--- src/rtl/bus_lat_pkg.sv ---
package bus_lat_pkg;

    typedef enum logic [1:0] {
        ST_IDLE    = 2'd0,
        ST_WAIT    = 2'd1,
        ST_EXPIRED = 2'd2
    } lat_state_e;

    localparam logic ADDR_LIMIT  = 1'b0;
    localparam logic ADDR_STATUS = 1'b1;

endpackage

--- src/rtl/bus_lat_prescale.sv ---
module bus_lat_prescale #(
    parameter int TICK_DIV = 4
) (
    input  logic clk,
    input  logic rst_n,
    input  logic sw_rst,
    input  logic run,
    output logic tick
);
    localparam int PRE_W = (TICK_DIV > 1) ? $clog2(TICK_DIV) : 1;
    localparam logic [PRE_W-1:0] PRE_LAST = PRE_W'(TICK_DIV - 1);

    generate
        if (TICK_DIV <= 1) begin : g_direct
            assign tick = run;
        end else begin : g_count
            logic [PRE_W-1:0] pre_q;

            always_ff @(posedge clk or negedge rst_n) begin
                if (!rst_n) begin
                    pre_q <= '0;
                end else if (sw_rst || !run) begin
                    pre_q <= '0;
                end else if (pre_q == PRE_LAST) begin
                    pre_q <= '0;
                end else begin
                    pre_q <= pre_q + 1'b1;
                end
            end

            assign tick = run && (pre_q == PRE_LAST);
        end
    endgenerate

endmodule

--- src/rtl/bus_lat_fsm.sv ---
module bus_lat_fsm
    import bus_lat_pkg::*;
#(
    parameter int LIM_W = 16
) (
    input  logic             clk,
    input  logic             rst_n,
    input  logic             sw_rst,
    input  logic             bus_req,
    input  logic             bus_gnt,
    input  logic             tick,
    input  logic [LIM_W-1:0] limit,
    output logic             run,
    output logic             timeout_evt,
    output lat_state_e       state_o
);
    localparam logic [LIM_W-1:0] CNT_MAX = '1;

    lat_state_e       state_q, state_d;
    logic [LIM_W-1:0] lat_q;
    logic             waiting;
    logic             reached;

    assign waiting = bus_req && !bus_gnt;
    assign reached = tick && (limit != '0) &&
                     (({1'b0, lat_q} + 1'b1) >= {1'b0, limit});

    // State register
    always_ff @(posedge clk or negedge rst_n) begin
        if (!rst_n) begin
            state_q <= ST_IDLE;
        end else if (sw_rst) begin
            state_q <= ST_IDLE;
        end else begin
            state_q <= state_d;
        end
    end

    // Next-state logic
    always_comb begin
        state_d = state_q;
        unique case (state_q)
            ST_IDLE: begin
                if (waiting) state_d = ST_WAIT;
            end
            ST_WAIT: begin
                if (!waiting)     state_d = ST_IDLE;
                else if (reached) state_d = ST_EXPIRED;
            end
            ST_EXPIRED: begin
                if (!waiting) state_d = ST_IDLE;
            end
            default: state_d = ST_IDLE;
        endcase
    end

    // Outputs
    always_comb begin
        run         = 1'b0;
        timeout_evt = 1'b0;
        unique case (state_q)
            ST_IDLE:    run = 1'b0;
            ST_WAIT: begin
                run         = waiting;
                timeout_evt = waiting && reached;
            end
            ST_EXPIRED: run = 1'b0;
            default:    run = 1'b0;
        endcase
    end

    // Saturating latency tick counter
    always_ff @(posedge clk or negedge rst_n) begin
        if (!rst_n) begin
            lat_q <= '0;
        end else if (sw_rst || !run) begin
            lat_q <= '0;
        end else if (tick && (lat_q != CNT_MAX)) begin
            lat_q <= lat_q + 1'b1;
        end
    end

    assign state_o = state_q;

endmodule

--- src/rtl/bus_lat_regs.sv ---
module bus_lat_regs
    import bus_lat_pkg::*;
#(
    parameter int              LIM_W   = 16,
    parameter logic [LIM_W-1:0] LIM_RST = 16'h0600
) (
    input  logic             clk,
    input  logic             rst_n,
    input  logic             sw_rst,
    input  logic             cfg_open,
    input  logic             reg_wr,
    input  logic             reg_addr,
    input  logic [LIM_W-1:0] reg_wdata,
    input  logic             timeout_evt,
    output logic [LIM_W-1:0] limit_q,
    output logic             merr_q,
    output logic [LIM_W-1:0] reg_rdata
);
    logic lim_we;
    logic merr_clr;

    assign lim_we   = reg_wr && (reg_addr == ADDR_LIMIT) && cfg_open;
    assign merr_clr = reg_wr && (reg_addr == ADDR_STATUS) && reg_wdata[0];

    always_ff @(posedge clk or negedge rst_n) begin
        if (!rst_n) begin
            limit_q <= LIM_RST;
        end else if (sw_rst) begin
            limit_q <= LIM_RST;
        end else if (lim_we) begin
            limit_q <= reg_wdata;
        end
    end

    // Sticky flag: a new timeout wins over a same-cycle clear
    always_ff @(posedge clk or negedge rst_n) begin
        if (!rst_n) begin
            merr_q <= 1'b0;
        end else if (sw_rst) begin
            merr_q <= 1'b0;
        end else if (timeout_evt) begin
            merr_q <= 1'b1;
        end else if (merr_clr) begin
            merr_q <= 1'b0;
        end
    end

    always_comb begin
        reg_rdata = '0;
        if (reg_addr == ADDR_LIMIT) begin
            if (cfg_open) reg_rdata = limit_q;
        end else begin
            reg_rdata[0] = merr_q;
        end
    end

endmodule

--- src/rtl/bus_lat_watchdog.sv ---
module bus_lat_watchdog
    import bus_lat_pkg::*;
#(
    parameter int TICK_DIV = 4
) (
    input  logic        clk,
    input  logic        rst_n,
    input  logic        sw_rst,
    input  logic        stop_bit,
    input  logic        suspend_bit,
    input  logic        mask_bit,
    input  logic        int_en,
    input  logic        reg_wr,
    input  logic        reg_addr,
    input  logic [15:0] reg_wdata,
    output logic [15:0] reg_rdata,
    input  logic        bus_req,
    input  logic        bus_gnt,
    output logic        merr,
    output logic        irq
);
    localparam int LIM_W = 16;
    localparam logic [LIM_W-1:0] LIM_RST = 16'h0600;

    logic             run;
    logic             tick;
    logic             timeout_evt;
    logic [LIM_W-1:0] lim_q;
    lat_state_e       fsm_state;

    bus_lat_prescale #(.TICK_DIV(TICK_DIV)) u_pre (
        .clk    (clk),
        .rst_n  (rst_n),
        .sw_rst (sw_rst),
        .run    (run),
        .tick   (tick)
    );

    bus_lat_fsm #(.LIM_W(LIM_W)) u_fsm (
        .clk         (clk),
        .rst_n       (rst_n),
        .sw_rst      (sw_rst),
        .bus_req     (bus_req),
        .bus_gnt     (bus_gnt),
        .tick        (tick),
        .limit       (lim_q),
        .run         (run),
        .timeout_evt (timeout_evt),
        .state_o     (fsm_state)
    );

    bus_lat_regs #(.LIM_W(LIM_W), .LIM_RST(LIM_RST)) u_regs (
        .clk         (clk),
        .rst_n       (rst_n),
        .sw_rst      (sw_rst),
        .cfg_open    (stop_bit || suspend_bit),
        .reg_wr      (reg_wr),
        .reg_addr    (reg_addr),
        .reg_wdata   (reg_wdata),
        .timeout_evt (timeout_evt),
        .limit_q     (lim_q),
        .merr_q      (merr),
        .reg_rdata   (reg_rdata)
    );

    assign irq = merr && !mask_bit && int_en;

endmodule

--- config.mk ---
export PLATFORM = sky130hd
export DESIGN_NAME = bus_lat_watchdog
export DESIGN_NICKNAME = d
export VERILOG_FILES = /design/src/rtl/bus_lat_pkg.sv /design/src/rtl/bus_lat_prescale.sv /design/src/rtl/bus_lat_fsm.sv /design/src/rtl/bus_lat_regs.sv /design/src/rtl/bus_lat_watchdog.sv
export SDC_FILE = /design/constraint.sdc
export NUM_CORES = 1
export LEC_CHECK = 0
export ABC_CLOCK_PERIOD_IN_PS = 5550
export CAP_MARGIN = 40
export CELL_PAD_IN_SITES_DETAIL_PLACEMENT = 1
export CELL_PAD_IN_SITES_GLOBAL_PLACEMENT = 2
export CORE_MARGIN = 8
export CORE_UTILIZATION = 41
export CTS_CLUSTER_DIAMETER = 60
export DETAILED_ROUTE_END_ITERATION = 12
export DONT_BUFFER_PORTS = 1
export HOLD_SLACK_MARGIN = 0.15
export PLACE_DENSITY_LB_ADDON = 0.1
export SLEW_MARGIN = 20
export SYNTH_ARGS = -nofsm -noshare
export SYNTH_HDL_FRONTEND = slang
export SYNTH_SLANG_ARGS = --single-unit
--- constraint.sdc ---
create_clock -name clk -period 5.55 [get_ports clk]
set_input_delay 1.11 -clock clk [delete_from_list [all_inputs] [get_ports clk]]
set_output_delay 1.11 -clock clk [all_outputs]
set_load 0.05 [all_outputs]
==> impl_metrics.xml, run 1 <==
<?xml version="1.0" encoding="UTF-8"?>
<metrics>
  <group name="placed_design">
    <metric name="portBuffers" unit="">0</metric>
    <metric name="post_dp_hpwl" unit="mm">4.58</metric>
    <metric name="globalplace.congestion" unit="">0.758</metric>
    <metric name="dpl_cell_area" unit="sq um">2480</metric>
    <metric name="numPlacedInstances" unit="">337</metric>
  </group>
  <group name="worst_setup_path">
    <metric name="worst_setup_path_endpoint" unit="">reg_rdata[4]</metric>
    <metric name="worst_r2r_endpoint" unit="">u_regs.merr_q</metric>
    <metric name="cp-startpoint" unit="">suspend_bit</metric>
    <metric name="worst_r2r_path_depth" unit="">12</metric>
    <metric name="crit_path_end_kind" unit="">output pin</metric>
    <metric name="worstPathRequired" unit="ns">4.44</metric>
    <metric name="timing.critical_path.arrival" unit="ns">2.02</metric>
    <metric name="worst_r2r_start" unit="">u_fsm.lat_q[0]</metric>
    <metric name="r2r_setup_slack" unit="ns">2.43</metric>
    <metric name="timing_worst_setup_path_type" unit="">primary input to output pin</metric>
    <metric name="start_kind" unit="">primary input</metric>
    <metric name="cp_max_fo" unit="">15</metric>
  </group>
  <group name="clocking">
    <metric name="number_of_gates_resized_after_cts" unit="">0</metric>
    <metric name="numCtsBuffers" unit="">5</metric>
    <metric name="sink_count" unit="">37</metric>
    <metric name="cts_tree" unit="">yes</metric>
    <metric name="postCtsSetupBuffers" unit="">0</metric>
    <metric name="cts.clk_slew.worst_paths" unit="ns">0.08</metric>
    <metric name="clk_latency" unit="ns">0.28</metric>
    <metric name="post_cts_hold_buffer_count" unit="">0</metric>
    <metric name="clock-root-buffer" unit="">clkbuf_8</metric>
    <metric name="maximum_level_of_the_cts_h_tree" unit="">2</metric>
    <metric name="cts.path.max_buffers" unit="">2</metric>
  </group>
  <group name="grt">
    <metric name="grt-ovfl-total" unit="">0</metric>
    <metric name="grt_start_max_net_pins" unit="">38</metric>
    <metric name="met1_usage" unit="">0.183</metric>
    <metric name="first_global_vias" unit="">2029</metric>
    <metric name="track_usage" unit="">0.145</metric>
    <metric name="busiest_layer" unit="">met2</metric>
    <metric name="grt_first_pass_wirelength" unit="mm">9.95</metric>
    <metric name="grt_antenna_before_repair" unit="">0</metric>
    <metric name="grt_util_met3" unit="">0.0296</metric>
    <metric name="grtUsageMet2" unit="">0.244</metric>
  </group>
  <group name="sta">
    <metric name="setup_repair_after_global_routing_missed_its_margin" unit="">false</metric>
    <metric name="report.final.setup_viol" unit="">0</metric>
    <metric name="clock-skew-final" unit="ns">0.00923</metric>
    <metric name="worstMarginPinSlew" unit="ns">0.867</metric>
    <metric name="period_share" unit="">0.564</metric>
    <metric name="achievable-frequency" unit="MHz">320</metric>
    <metric name="timing_max_transition_violations_final" unit="">0</metric>
    <metric name="final-hold-violation-count" unit="">0</metric>
    <metric name="period_minus_slack" unit="ns">3.13</metric>
    <metric name="timing.slew.headroom" unit="">0.419</metric>
    <metric name="totalNegativeSetupSlack" unit="ns">0</metric>
  </group>
  <group name="die">
    <metric name="initial_utilization" unit="">0.423</metric>
    <metric name="ioPinCount" unit="">45</metric>
    <metric name="total_number_of_placement_rows" unit="">27</metric>
    <metric name="dieHeight" unit="microns">91.4</metric>
    <metric name="design.die.area" unit="sq um">8350</metric>
    <metric name="floorplan.core_area" unit="sq um">5510</metric>
    <metric name="die_width" unit="microns">91.4</metric>
  </group>
  <group name="min_path">
    <metric name="hold-path-cell-count" unit="">1</metric>
    <metric name="worst_hold_path_type" unit="">flop to flop</metric>
  </group>
  <group name="outcome">
    <metric name="run_status" unit="">complete, no violations</metric>
  </group>
  <group name="power">
    <metric name="power.share.switching" unit="">0.258</metric>
    <metric name="power_density" unit="nW/um^2">200</metric>
    <metric name="clock_power_share" unit="">0.356</metric>
    <metric name="total_leakage_power" unit="nW">1.15</metric>
    <metric name="pwr-share-seq" unit="">0.546</metric>
    <metric name="pwr-share-comb" unit="">0.098</metric>
    <metric name="net-switching-power" unit="mW">0.132</metric>
    <metric name="post-layout-total-power" unit="mW">0.512</metric>
    <metric name="irDropWorstVdd" unit="mV">0.106</metric>
    <metric name="power_report.internal_total" unit="mW">0.380</metric>
  </group>
  <group name="drt">
    <metric name="detail_route.first_pass.iterations" unit="">4</metric>
    <metric name="wirelength" unit="mm">5.92</metric>
    <metric name="routed_wire_length_per_instance" unit="microns">17.2</metric>
    <metric name="ant_nets" unit="">0</metric>
    <metric name="drcViolationCount" unit="">0</metric>
    <metric name="vias" unit="">1879</metric>
    <metric name="post_drt_via_cell_ratio" unit="">5.45</metric>
    <metric name="drt_first_iter_violations" unit="">50</metric>
  </group>
  <group name="layout">
    <metric name="layout.cells.non_filler" unit="">345</metric>
    <metric name="multi_input_area" unit="sq um">1320</metric>
    <metric name="antennaDiodeCount" unit="">0</metric>
    <metric name="ff_latch_area" unit="sq um">928</metric>
    <metric name="filler_cell_count" unit="">654</metric>
    <metric name="utilization" unit="">0.464</metric>
    <metric name="layout.nets" unit="">317</metric>
    <metric name="final_cell_mix" unit="">47 x nand2_1, 35 x dfrtp_1, 20 x a21oi_1</metric>
    <metric name="most_common_cell_after_layout_fill_and_taps_aside" unit="">nand2_1</metric>
    <metric name="proportion_of_layout_cells_with_a_drive_suffix_above_1" unit="">0.117</metric>
    <metric name="final_design_area_no_fill" unit="sq um">2560</metric>
    <metric name="area.growth.synth_to_final" unit="%">9.78</metric>
  </group>
  <group name="yosys">
    <metric name="synth-seq-area-share" unit="">0.399</metric>
    <metric name="postSynthRegisterBits" unit="">37</metric>
    <metric name="ys.warnings.count" unit="">0</metric>
    <metric name="netlist_area" unit="sq um">2330</metric>
    <metric name="postSynthNetCount" unit="">312</metric>
    <metric name="postSynthCellCount" unit="">267</metric>
    <metric name="netlist-cell-type-count" unit="">42</metric>
    <metric name="syn_avg_cell_area" unit="sq um">8.72</metric>
  </group>
  <group name="run">
    <metric name="timing.max_cap.violations" unit="">0</metric>
  </group>
</metrics>
-- per-layer routing --
layer  share of wire  routed length, microns  up-vias
met2            0.47                    2760       22
met5               0                       0        -
met3           0.025                     150        5
met4          0.0086                      51        0
li1                -                       -      947
met1            0.50                    2960      905
-- critical path, cell delays in order --
cell and delay, ns:
nor2_1 0.04, buf_4 0.19, nor3_2 0.67
-- sequential cells by signal (all words and copies together), names as in the netlist --
| signal | count |
|---|---|
| u_fsm.lat_q | 16 |
| u_fsm.state_o | 2 |
| u_pre.g_count.pre_q | 2 |
| u_regs.limit_q | 16 |
| u_regs.merr_q | 1 |
-- area by class of cell --
class | count | share of cell area
Clock buffer | 8 | 0.0313
Inverter | 18 | 0.0264
Multi-Input combinational cell | 200 | 0.514
Sequential cell | 37 | 0.363
Tap cell | 72 | 0.0352
Timing Repair Buffer | 10 | 0.0294
-- power by group through the flow --
stage	sequential [mW]	combinational, mW	clock, mW
after floorplan	0.283	0.0418	0
after global placement	0.285	0.0501	0
after detailed placement	0.285	0.0508	0
after CTS	0.280	0.0511	0.189
after global routing	0.280	0.0555	0.196
final	0.279	0.0501	0.183
-- stage by stage --
stage	hold slack (ns)	setup slack, ns
6_report	0.444	2.42
5_1_grt	0.484	2.11
4_1_cts	0.450	2.39
3_5_place_dp	0.437	2.41
3_3_place_gp	0.432	2.44
2_1_floorplan	0.415	1.84
-- cell families (layout without fill, tap and decap cells) --
group	after synthesis	after routing	synth area share
flip-flops	37	37	0.399
multiplexers	2	2	0.00913
adder cells (fa/ha/maj)	18	18	0.0967
buffers and inverters	30	36	0.0537
XOR/XNOR	14	14	0.0527
AO/OA/AOI/OAI	50	50	0.137
AND/OR/NAND/NOR	116	116	0.252
-- cells in the mapped netlist (all sizes together) --
cell     n  area share
a22o     9       0.034
clkbuf   8       0.013
inv     18       0.029
dfstp    2       0.023
and3b    2      0.0075
or4bb    1      0.0048
xor2     5       0.019
xnor2    9       0.034
a21oi   20       0.043
and2     2      0.0054
o21ai    5       0.011
a31oi    8       0.021
nor3b    1      0.0032
or3      1      0.0027
nor3    21       0.052
mux2     1      0.0048
nand3    9       0.021
nand4    9       0.027
nand2   47       0.076
o31ai    1      0.0032
a41oi    1      0.0038
ha      18       0.097
a211oi   2      0.0064
nor2    16       0.029
o211ai   1      0.0032
nor4     2      0.0054
mux2i    1      0.0043
o41a     1      0.0048
nand3b   4       0.013
dfrtp   35        0.38
a21o     2      0.0064
buf      4       0.012
and3     1      0.0048
-- how the worst min path moves through the flow --
| stage | from | endpoint | slack, ns |
|---|---|---|---|
| final | u_pre.g_count.pre_q[0] | u_pre.g_count.pre_q[0] | 0.44 |
| after global routing | u_pre.g_count.pre_q[0] | u_pre.g_count.pre_q[0] | 0.48 |
| after CTS | u_pre.g_count.pre_q[0] | u_pre.g_count.pre_q[0] | 0.45 |
| after detailed placement | u_pre.g_count.pre_q[0] | u_pre.g_count.pre_q[0] | 0.44 |
| after global placement | u_pre.g_count.pre_q[0] | u_pre.g_count.pre_q[0] | 0.43 |
| after floorplan | u_pre.g_count.pre_q[0] | u_pre.g_count.pre_q[0] | 0.41 |
(Power assumes the default switching activity.)
==> inputs of run 2 (changes only) <==
--- a/config.mk
+++ b/config.mk
@@ -5,12 +5,12 @@
 export SDC_FILE = /design/constraint.sdc
 export NUM_CORES = 1
 export LEC_CHECK = 0
-export ABC_CLOCK_PERIOD_IN_PS = 5550
+export ABC_CLOCK_PERIOD_IN_PS = 2600
 export CAP_MARGIN = 40
 export CELL_PAD_IN_SITES_DETAIL_PLACEMENT = 1
 export CELL_PAD_IN_SITES_GLOBAL_PLACEMENT = 2
 export CORE_MARGIN = 8
-export CORE_UTILIZATION = 41
+export CORE_UTILIZATION = 34
 export CTS_CLUSTER_DIAMETER = 60
 export DETAILED_ROUTE_END_ITERATION = 12
 export DONT_BUFFER_PORTS = 1
==> constraint.sdc (replaced) <==
create_clock -name clk -period 2.6 [get_ports clk]
set_input_delay 0.52 -clock clk [delete_from_list [all_inputs] [get_ports clk]]
set_output_delay 0.52 -clock clk [all_outputs]
set_load 0.05 [all_outputs]
==> impl_metrics.xml, run 2 (synthesized netlist as in run 1, its figures left out) <==
<?xml version="1.0" encoding="UTF-8"?>
<metrics>
  <group name="worst_setup_path">
    <metric name="crit_slowest_cell" unit="">o41a_1</metric>
    <metric name="cp_max_fo" unit="">3</metric>
    <metric name="timing.critical_path.arrival" unit="ns">2.85</metric>
    <metric name="path_buf_inv" unit="">1</metric>
    <metric name="worst_r2r_path_depth" unit="">11</metric>
    <metric name="timing.critical_path.depth" unit="">11</metric>
    <metric name="worst_r2r_start" unit="">u_fsm.lat_q[1]</metric>
    <metric name="crit_path_end_kind" unit="">flop</metric>
    <metric name="r2r_setup_slack" unit="ns">-0.02</metric>
    <metric name="timing_worst_setup_path_type" unit="">flop to flop</metric>
    <metric name="worstPathRequired" unit="ns">2.82</metric>
    <metric name="crit_path_largest_cell_delay" unit="ns">0.45</metric>
    <metric name="worst_r2r_endpoint" unit="">u_regs.merr_q</metric>
    <metric name="timing.critical_path.cells" unit="">ha_4, nand3_4, buf_4, nor2_4, xnor2_2, ha_1, nand4_1, a21oi_2, o41a_1, o31ai_4, mux2i_1</metric>
    <metric name="start_kind" unit="">flop</metric>
    <metric name="critPathTopFamily" unit="">compound AO/OA/AOI/OAI gates</metric>
  </group>
  <group name="power">
    <metric name="power.share.switching" unit="">0.251</metric>
    <metric name="post-layout-total-power" unit="mW">1.27</metric>
    <metric name="power_report.internal_total" unit="mW">0.948</metric>
    <metric name="irDropWorstVdd" unit="mV">0.251</metric>
    <metric name="total_leakage_power" unit="nW">1.40</metric>
    <metric name="pwr-share-seq" unit="">0.471</metric>
    <metric name="net-switching-power" unit="mW">0.318</metric>
    <metric name="pwr-share-comb" unit="">0.111</metric>
    <metric name="clock_power_share" unit="">0.418</metric>
    <metric name="power_density" unit="nW/um^2">417</metric>
  </group>
  <group name="layout">
    <metric name="area.growth.synth_to_final" unit="%">30.4</metric>
    <metric name="utilization" unit="">0.452</metric>
    <metric name="layout.nets" unit="">353</metric>
    <metric name="ff_latch_area" unit="sq um">931</metric>
    <metric name="filler_cell_count" unit="">796</metric>
    <metric name="final_cell_mix" unit="">46 x nand2_1, 43 x buf_4, 33 x dfrtp_1</metric>
    <metric name="top_regs" unit="">u_fsm.lat_q: 16 flops, u_regs.limit_q: 16 flops</metric>
    <metric name="final_design_area_no_fill" unit="sq um">3040</metric>
    <metric name="proportion_of_layout_cells_with_a_drive_suffix_above_1" unit="">0.304</metric>
    <metric name="layout.cells.non_filler" unit="">389</metric>
    <metric name="most_common_cell_after_layout_fill_and_taps_aside" unit="">nand2_1</metric>
    <metric name="multi_input_area" unit="sq um">1460</metric>
    <metric name="antennaDiodeCount" unit="">0</metric>
  </group>
  <group name="placed_design">
    <metric name="portBuffers" unit="">0</metric>
    <metric name="post_dp_hpwl" unit="mm">5.12</metric>
    <metric name="numPlacedInstances" unit="">369</metric>
    <metric name="globalplace.congestion" unit="">0.803</metric>
    <metric name="dpl_cell_area" unit="sq um">2670</metric>
    <metric name="pre_cts_ws" unit="ns">-0.136</metric>
  </group>
  <group name="sta">
    <metric name="totalNegativeSetupSlack" unit="ns">-0.0381</metric>
    <metric name="worstMarginPinSlew" unit="ns">0.551</metric>
    <metric name="period_minus_slack" unit="ns">2.62</metric>
    <metric name="final.hold.worst_slack" unit="ns">0.290</metric>
    <metric name="timing.slew.headroom" unit="">0.633</metric>
    <metric name="clock-skew-final" unit="ns">0.0113</metric>
    <metric name="setup_repair_after_global_routing_missed_its_margin" unit="">true</metric>
    <metric name="report.final.setup_viol" unit="">2</metric>
    <metric name="achievable-frequency" unit="MHz">381</metric>
    <metric name="fin_ws" unit="ns">-0.0227</metric>
    <metric name="final-hold-violation-count" unit="">0</metric>
    <metric name="period_share" unit="">1.01</metric>
    <metric name="timing_max_transition_violations_final" unit="">0</metric>
  </group>
  <group name="grt">
    <metric name="grt_start_max_net_pins" unit="">38</metric>
    <metric name="grt_antenna_before_repair" unit="">0</metric>
    <metric name="track_usage" unit="">0.146</metric>
    <metric name="grt_first_pass_wirelength" unit="mm">11.4</metric>
    <metric name="first_global_vias" unit="">2255</metric>
    <metric name="grt-ovfl-total" unit="">0</metric>
  </group>
  <group name="clocking">
    <metric name="maximum_level_of_the_cts_h_tree" unit="">2</metric>
    <metric name="cts.clk_slew.worst_paths" unit="ns">0.08</metric>
    <metric name="clk_latency" unit="ns">0.29</metric>
    <metric name="cts.path.max_buffers" unit="">2</metric>
    <metric name="sink_count" unit="">37</metric>
    <metric name="cts_tree" unit="">yes</metric>
    <metric name="numCtsBuffers" unit="">5</metric>
    <metric name="clock-root-buffer" unit="">clkbuf_8</metric>
  </group>
  <group name="die">
    <metric name="ioPinCount" unit="">45</metric>
    <metric name="floorplan.core_area" unit="sq um">6720</metric>
    <metric name="die_width" unit="microns">98.8</metric>
    <metric name="dieHeight" unit="microns">98.8</metric>
    <metric name="initial_utilization" unit="">0.347</metric>
    <metric name="total_number_of_placement_rows" unit="">30</metric>
    <metric name="design.die.area" unit="sq um">9750</metric>
  </group>
  <group name="drt">
    <metric name="detail_route.first_pass.iterations" unit="">4</metric>
    <metric name="ant_nets" unit="">0</metric>
    <metric name="wirelength" unit="mm">6.77</metric>
    <metric name="routed_wire_length_per_instance" unit="microns">17.4</metric>
    <metric name="drcViolationCount" unit="">0</metric>
    <metric name="post_drt_via_cell_ratio" unit="">5.23</metric>
    <metric name="drt_first_iter_violations" unit="">35</metric>
    <metric name="vias" unit="">2036</metric>
  </group>
  <group name="outcome">
    <metric name="run_status" unit="">complete, but fails checks</metric>
    <metric name="failing_checks" unit="">setup timing</metric>
  </group>
  <group name="run">
    <metric name="timing.max_cap.violations" unit="">0</metric>
  </group>
  <group name="min_path">
    <metric name="worst_hold_start" unit="">sw_rst</metric>
    <metric name="worst_hold_path_type" unit="">primary input to flop</metric>
    <metric name="hold-path-cell-count" unit="">1</metric>
    <metric name="min_delay_worst_endpoint" unit="">u_fsm.state_o[1]</metric>
  </group>
</metrics>
-- run 2: changes by cell type in the layout (fill, tap and decap cells not counted), moves of 3 or more --
| cell | before | now |
|---|---|---|
| xnor2_1 | 9 | 3 |
| xnor2_2 | 0 | 6 |
| nor2_2 | 0 | 4 |
| nand3_1 | 8 | 5 |
| a21oi_1 | 20 | 17 |
| nor2_1 | 15 | 10 |
| buf_4 | 10 | 43 |
| a21oi_2 | 0 | 3 |
-- run 2: how the worst max path moves through the flow --
stage | start | to | slack [ns]
floorplan | u_fsm.lat_q[0] | u_regs.merr_q | 0.03
global placement | u_fsm.lat_q[0] | u_regs.merr_q | -0.02
detailed placement | u_fsm.lat_q[0] | u_regs.merr_q | -0.14
CTS | u_fsm.lat_q[2] | u_regs.merr_q | -0.002
global route | u_fsm.lat_q[1] | u_regs.merr_q | -0.18
finish | u_fsm.lat_q[1] | u_regs.merr_q | -0.02
-- run 2: power groups by stage --
stage | clock (mW) | combinational [mW] | sequential [mW]
after floorplan | 0 | 0.0894 | 0.605
after detailed placement | 0 | 0.114 | 0.608
after global placement | 0 | 0.112 | 0.608
after CTS | 0.540 | 0.139 | 0.596
final | 0.530 | 0.140 | 0.596
after global routing | 0.566 | 0.155 | 0.598
-- run 2: layer usage --
metal  global-route usage  part of all wire
met2                0.244              0.48
met5                    0                 0
met1                0.181              0.47
met3               0.0381             0.035
met4               0.0354            0.0092
-- run 2: worst register-to-register path: cells and delay by family, from the launching register on --
family                   cells  cell delay [ns]
AO/OA/AOI/OAI                3             0.78
XOR/XNOR                     1             0.13
adder cells (fa/ha/maj)      2             0.44
buffers and inverters        1             0.17
flip-flops                   1             0.43
multiplexers                 1             0.20
AND/OR/NAND/NOR              3             0.39
-- run 2: layout make-up --
| class | instances | share of cell area |
|---|---|---|
| Inverter | 18 | 0.0222 |
| Sequential cell | 37 | 0.307 |
| Timing Repair Buffer | 46 | 0.120 |
| Tap cell | 80 | 0.0330 |
| Clock buffer | 7 | 0.0284 |
| Clock inverter | 1 | 0.00989 |
| Multi-Input combinational cell | 200 | 0.480 |
-- run 2: what timing repair did --
| action | CTS | global route |
|---|---|---|
| setup endpoints to repair | 3 | 3 |
| pin swaps | 10 | 14 |
| gates cloned | 0 | 0 |
| endpoints found under the hold margin | 37 | 0 |
| gates resized for setup | 20 | 10 |
| hold buffers | 2 | 0 |
| setup buffers | 6 | 4 |
==> inputs of run 3 (changes only) <==
--- a/config.mk
+++ b/config.mk
@@ -5,12 +5,13 @@
 export SDC_FILE = /design/constraint.sdc
 export NUM_CORES = 1
 export LEC_CHECK = 0
+export ABC_AREA = 1
 export ABC_CLOCK_PERIOD_IN_PS = 2600
 export CAP_MARGIN = 40
 export CELL_PAD_IN_SITES_DETAIL_PLACEMENT = 1
 export CELL_PAD_IN_SITES_GLOBAL_PLACEMENT = 2
 export CORE_MARGIN = 8
-export CORE_UTILIZATION = 34
+export CORE_UTILIZATION = 32
 export CTS_CLUSTER_DIAMETER = 60
 export DETAILED_ROUTE_END_ITERATION = 12
 export DONT_BUFFER_PORTS = 1
==> impl_metrics.xml, run 3 <==
<?xml version="1.0" encoding="UTF-8"?>
<metrics>
  <group name="outcome">
    <metric name="run_status" unit="">complete, no violations</metric>
  </group>
  <group name="sta">
    <metric name="worstMarginPinSlew" unit="ns">0.615</metric>
    <metric name="timing_max_transition_violations_final" unit="">0</metric>
    <metric name="achievable-frequency" unit="MHz">392</metric>
    <metric name="report.final.setup_viol" unit="">0</metric>
    <metric name="timing.slew.headroom" unit="">0.590</metric>
    <metric name="final-hold-violation-count" unit="">0</metric>
    <metric name="period_minus_slack" unit="ns">2.55</metric>
    <metric name="period_share" unit="">0.980</metric>
    <metric name="clock-skew-final" unit="ns">0.00915</metric>
    <metric name="setup_repair_after_global_routing_missed_its_margin" unit="">true</metric>
  </group>
  <group name="drt">
    <metric name="detail_route.first_pass.iterations" unit="">4</metric>
    <metric name="drt_first_iter_violations" unit="">64</metric>
    <metric name="vias" unit="">2229</metric>
    <metric name="ant_nets" unit="">0</metric>
    <metric name="post_drt_via_cell_ratio" unit="">4.77</metric>
    <metric name="wirelength" unit="mm">7.65</metric>
    <metric name="routed_wire_length_per_instance" unit="microns">16.4</metric>
    <metric name="drcViolationCount" unit="">0</metric>
  </group>
  <group name="layout">
    <metric name="final_design_area_no_fill" unit="sq um">3050</metric>
    <metric name="layout.nets" unit="">409</metric>
    <metric name="top_regs" unit="">u_fsm.lat_q: 16 flops, u_regs.limit_q: 16 flops</metric>
    <metric name="final_cell_mix" unit="">62 x inv_1, 60 x nand2_1, 33 x nor2_1</metric>
    <metric name="antennaDiodeCount" unit="">0</metric>
    <metric name="proportion_of_layout_cells_with_a_drive_suffix_above_1" unit="">0.222</metric>
    <metric name="most_common_cell_after_layout_fill_and_taps_aside" unit="">inv_1</metric>
    <metric name="area.growth.synth_to_final" unit="%">22.6</metric>
  </group>
  <group name="yosys">
    <metric name="netlist-cell-type-count" unit="">31</metric>
    <metric name="ys.warnings.count" unit="">0</metric>
    <metric name="postSynthCellCount" unit="">330</metric>
    <metric name="most_common_cell_in_the_synthesized_netlist" unit="">nand2_1</metric>
    <metric name="synth_area_leaders" unit="">dfrtp_1 35%, nand2_1 9.7%, inv_1 9.5%, ha_1 9.0%, nor2_1 5.1%</metric>
    <metric name="ys_dominant_reg_cell" unit="">dfrtp_1</metric>
    <metric name="netlist_area" unit="sq um">2490</metric>
    <metric name="synthTopCellsByCount" unit="">64 x nand2_1, 63 x inv_1, 35 x dfrtp_1</metric>
    <metric name="synth_area_leader_cell" unit="">dfrtp_1</metric>
    <metric name="synth_enable_flop_cells" unit="">0</metric>
    <metric name="async_reset_ff_frac" unit="">1.00</metric>
    <metric name="synthDominantCellAreaShare" unit="">0.352</metric>
    <metric name="postSynthNetCount" unit="">375</metric>
    <metric name="syn_avg_cell_area" unit="sq um">7.54</metric>
    <metric name="postSynthRegisterBits" unit="">37</metric>
    <metric name="synth-seq-area-share" unit="">0.373</metric>
  </group>
  <group name="clocking">
    <metric name="numCtsBuffers" unit="">5</metric>
    <metric name="maximum_level_of_the_cts_h_tree" unit="">2</metric>
    <metric name="sink_count" unit="">37</metric>
    <metric name="clock-root-buffer" unit="">clkbuf_8</metric>
    <metric name="cts.clk_slew.worst_paths" unit="ns">0.08</metric>
    <metric name="cts.path.max_buffers" unit="">2</metric>
    <metric name="cts_tree" unit="">yes</metric>
    <metric name="clk_latency" unit="ns">0.29</metric>
  </group>
  <group name="die">
    <metric name="floorplan.core_area" unit="sq um">7650</metric>
    <metric name="dieHeight" unit="microns">104</metric>
    <metric name="design.die.area" unit="sq um">10900</metric>
    <metric name="ioPinCount" unit="">45</metric>
    <metric name="die_width" unit="microns">104</metric>
    <metric name="initial_utilization" unit="">0.325</metric>
    <metric name="total_number_of_placement_rows" unit="">32</metric>
  </group>
  <group name="worst_setup_path">
    <metric name="crit_path_end_kind" unit="">flop</metric>
    <metric name="timing_worst_setup_path_type" unit="">flop to flop</metric>
    <metric name="timing.critical_path.arrival" unit="ns">2.78</metric>
    <metric name="worstPathRequired" unit="ns">2.83</metric>
    <metric name="start_kind" unit="">flop</metric>
    <metric name="cp_max_fo" unit="">5</metric>
  </group>
  <group name="power">
    <metric name="power_density" unit="nW/um^2">422</metric>
    <metric name="total_leakage_power" unit="nW">1.58</metric>
    <metric name="post-layout-total-power" unit="mW">1.29</metric>
    <metric name="irDropWorstVdd" unit="mV">0.152</metric>
  </group>
  <group name="run">
    <metric name="timing.max_cap.violations" unit="">0</metric>
  </group>
  <group name="grt">
    <metric name="grt_antenna_before_repair" unit="">0</metric>
    <metric name="track_usage" unit="">0.142</metric>
    <metric name="first_global_vias" unit="">2306</metric>
    <metric name="grt_first_pass_wirelength" unit="mm">12.3</metric>
    <metric name="grt_start_max_net_pins" unit="">38</metric>
    <metric name="grt-ovfl-total" unit="">0</metric>
  </group>
  <group name="min_path">
    <metric name="worst_hold_path_type" unit="">primary input to flop</metric>
  </group>
  <group name="placed_design">
    <metric name="dpl_cell_area" unit="sq um">2760</metric>
    <metric name="globalplace.congestion" unit="">0.794</metric>
    <metric name="portBuffers" unit="">0</metric>
    <metric name="post_dp_hpwl" unit="mm">5.98</metric>
  </group>
</metrics>
## run 3: changes by cell type in the layout (fill, tap and decap cells not counted), moves of 5 or more
cell     before  now
a21oi_1      17    5
a22o_1        9    0
a31oi_1       8    0
buf_4        43   32
inv_1        18   62
nand2_1      46   60
nand2_2       1    6
nand3_1       5   24
nor2_1       10   33
nor3_1       10    5
nor3_2       10    2
o21ai_0       3   22
o22ai_2       0    6
xnor2_2       6    0
## run 3: where the power goes
part	switching [mW]	internal (mW)
Clock	0.217	0.313
Sequential	0.00610	0.590
Combinational	0.116	0.0449
## run 3: logic make-up after synthesis
logic type      after synthesis  share of synthesized area
compound gates               44                      0.116
simple gates                152                      0.279
flops                        37                      0.373
xor+xnor                      8                     0.0282
fa+ha+maj                    18                     0.0905
buf+inv                      71                      0.114
## run 3: per-stage QoR
| stage | worst slack (ns) | cells | hold slack, ns | util | setup TNS (ns) |
|---|---|---|---|---|---|
| after floorplan | 0.206 | 330 | 0.224 | - | 0 |
| after global placement | 0.0717 | 449 | 0.226 | 0.360 | 0 |
| after detailed placement | 0.0176 | 450 | 0.226 | 0.361 | 0 |
| after CTS | 0.0139 | 460 | 0.355 | 0.380 | 0 |
| after global routing | -0.116 | 467 | 0.357 | 0.399 | -0.314 |
| final | 0.0512 | 467 | 0.361 | 0.399 | 0 |
## run 3: per-layer routing
metal,routed length (microns),vias up,part of all wire,global-route usage
met1,3820,1074,0.50,0.196
met5,0,-,0,0
met3,242,7,0.032,0.0279
met2,3510,32,0.46,0.220
met4,70,0,0.0092,0.0341
li1,-,1116,-,-
## run 3: worst paths after layout
| kind | end | startpoint | depth (start not counted) | slack (ns) |
|---|---|---|---|---|
| setup reg to reg | u_regs.merr_q | u_fsm.lat_q[0] | 17 | 0.05 |
| hold reg to reg | u_pre.g_count.pre_q[0] | u_pre.g_count.pre_q[0] | 1 | 0.46 |
| hold / removal | u_regs.limit_q[10] | sw_rst | 2 | 0.36 |
| min in group asynchronous | u_regs.limit_q[1] | rst_n | 2 | 0.72 |
| setup / recovery | u_regs.merr_q | u_fsm.lat_q[0] | 17 | 0.05 |
| max in group asynchronous | u_regs.limit_q[9] | rst_n | 2 | 1.63 |
## run 3: layout make-up
cell class	count	area, sq um
fill	964	4600
multi-input combinational	222	1360
sequential	37	932
timing repair buffer	34	270
inverter	64	240
tap	102	128
clock buffer	7	86.3
clock inverter	1	30.0
## run 3: worst max-delay path, cell delays in order (launching register included)
cell,delay [ns]
dfrtp_2,0.42
ha_4,0.16
nand2_4,0.05
nor2_4,0.14
nand2_4,0.09
nor3_4,0.27
nand2_2,0.10
xor2_2,0.16
ha_1,0.31
nand2_1,0.08
inv_2,0.05
a21oi_1,0.21
nor3_2,0.07
nor2_1,0.10
nand2_1,0.08
nand2_1,0.09
nand2_1,0.06
nand2_1,0.05
## run 3: repair_timing
| item | in CTS | in global routing |
|---|---|---|
| setup buffers | 0 | 7 |
| hold buffers | 2 | 0 |
| gates resized for setup | 0 | 22 |
| hold endpoints to repair | 37 | 0 |
| endpoints found under the setup margin | 0 | 3 |
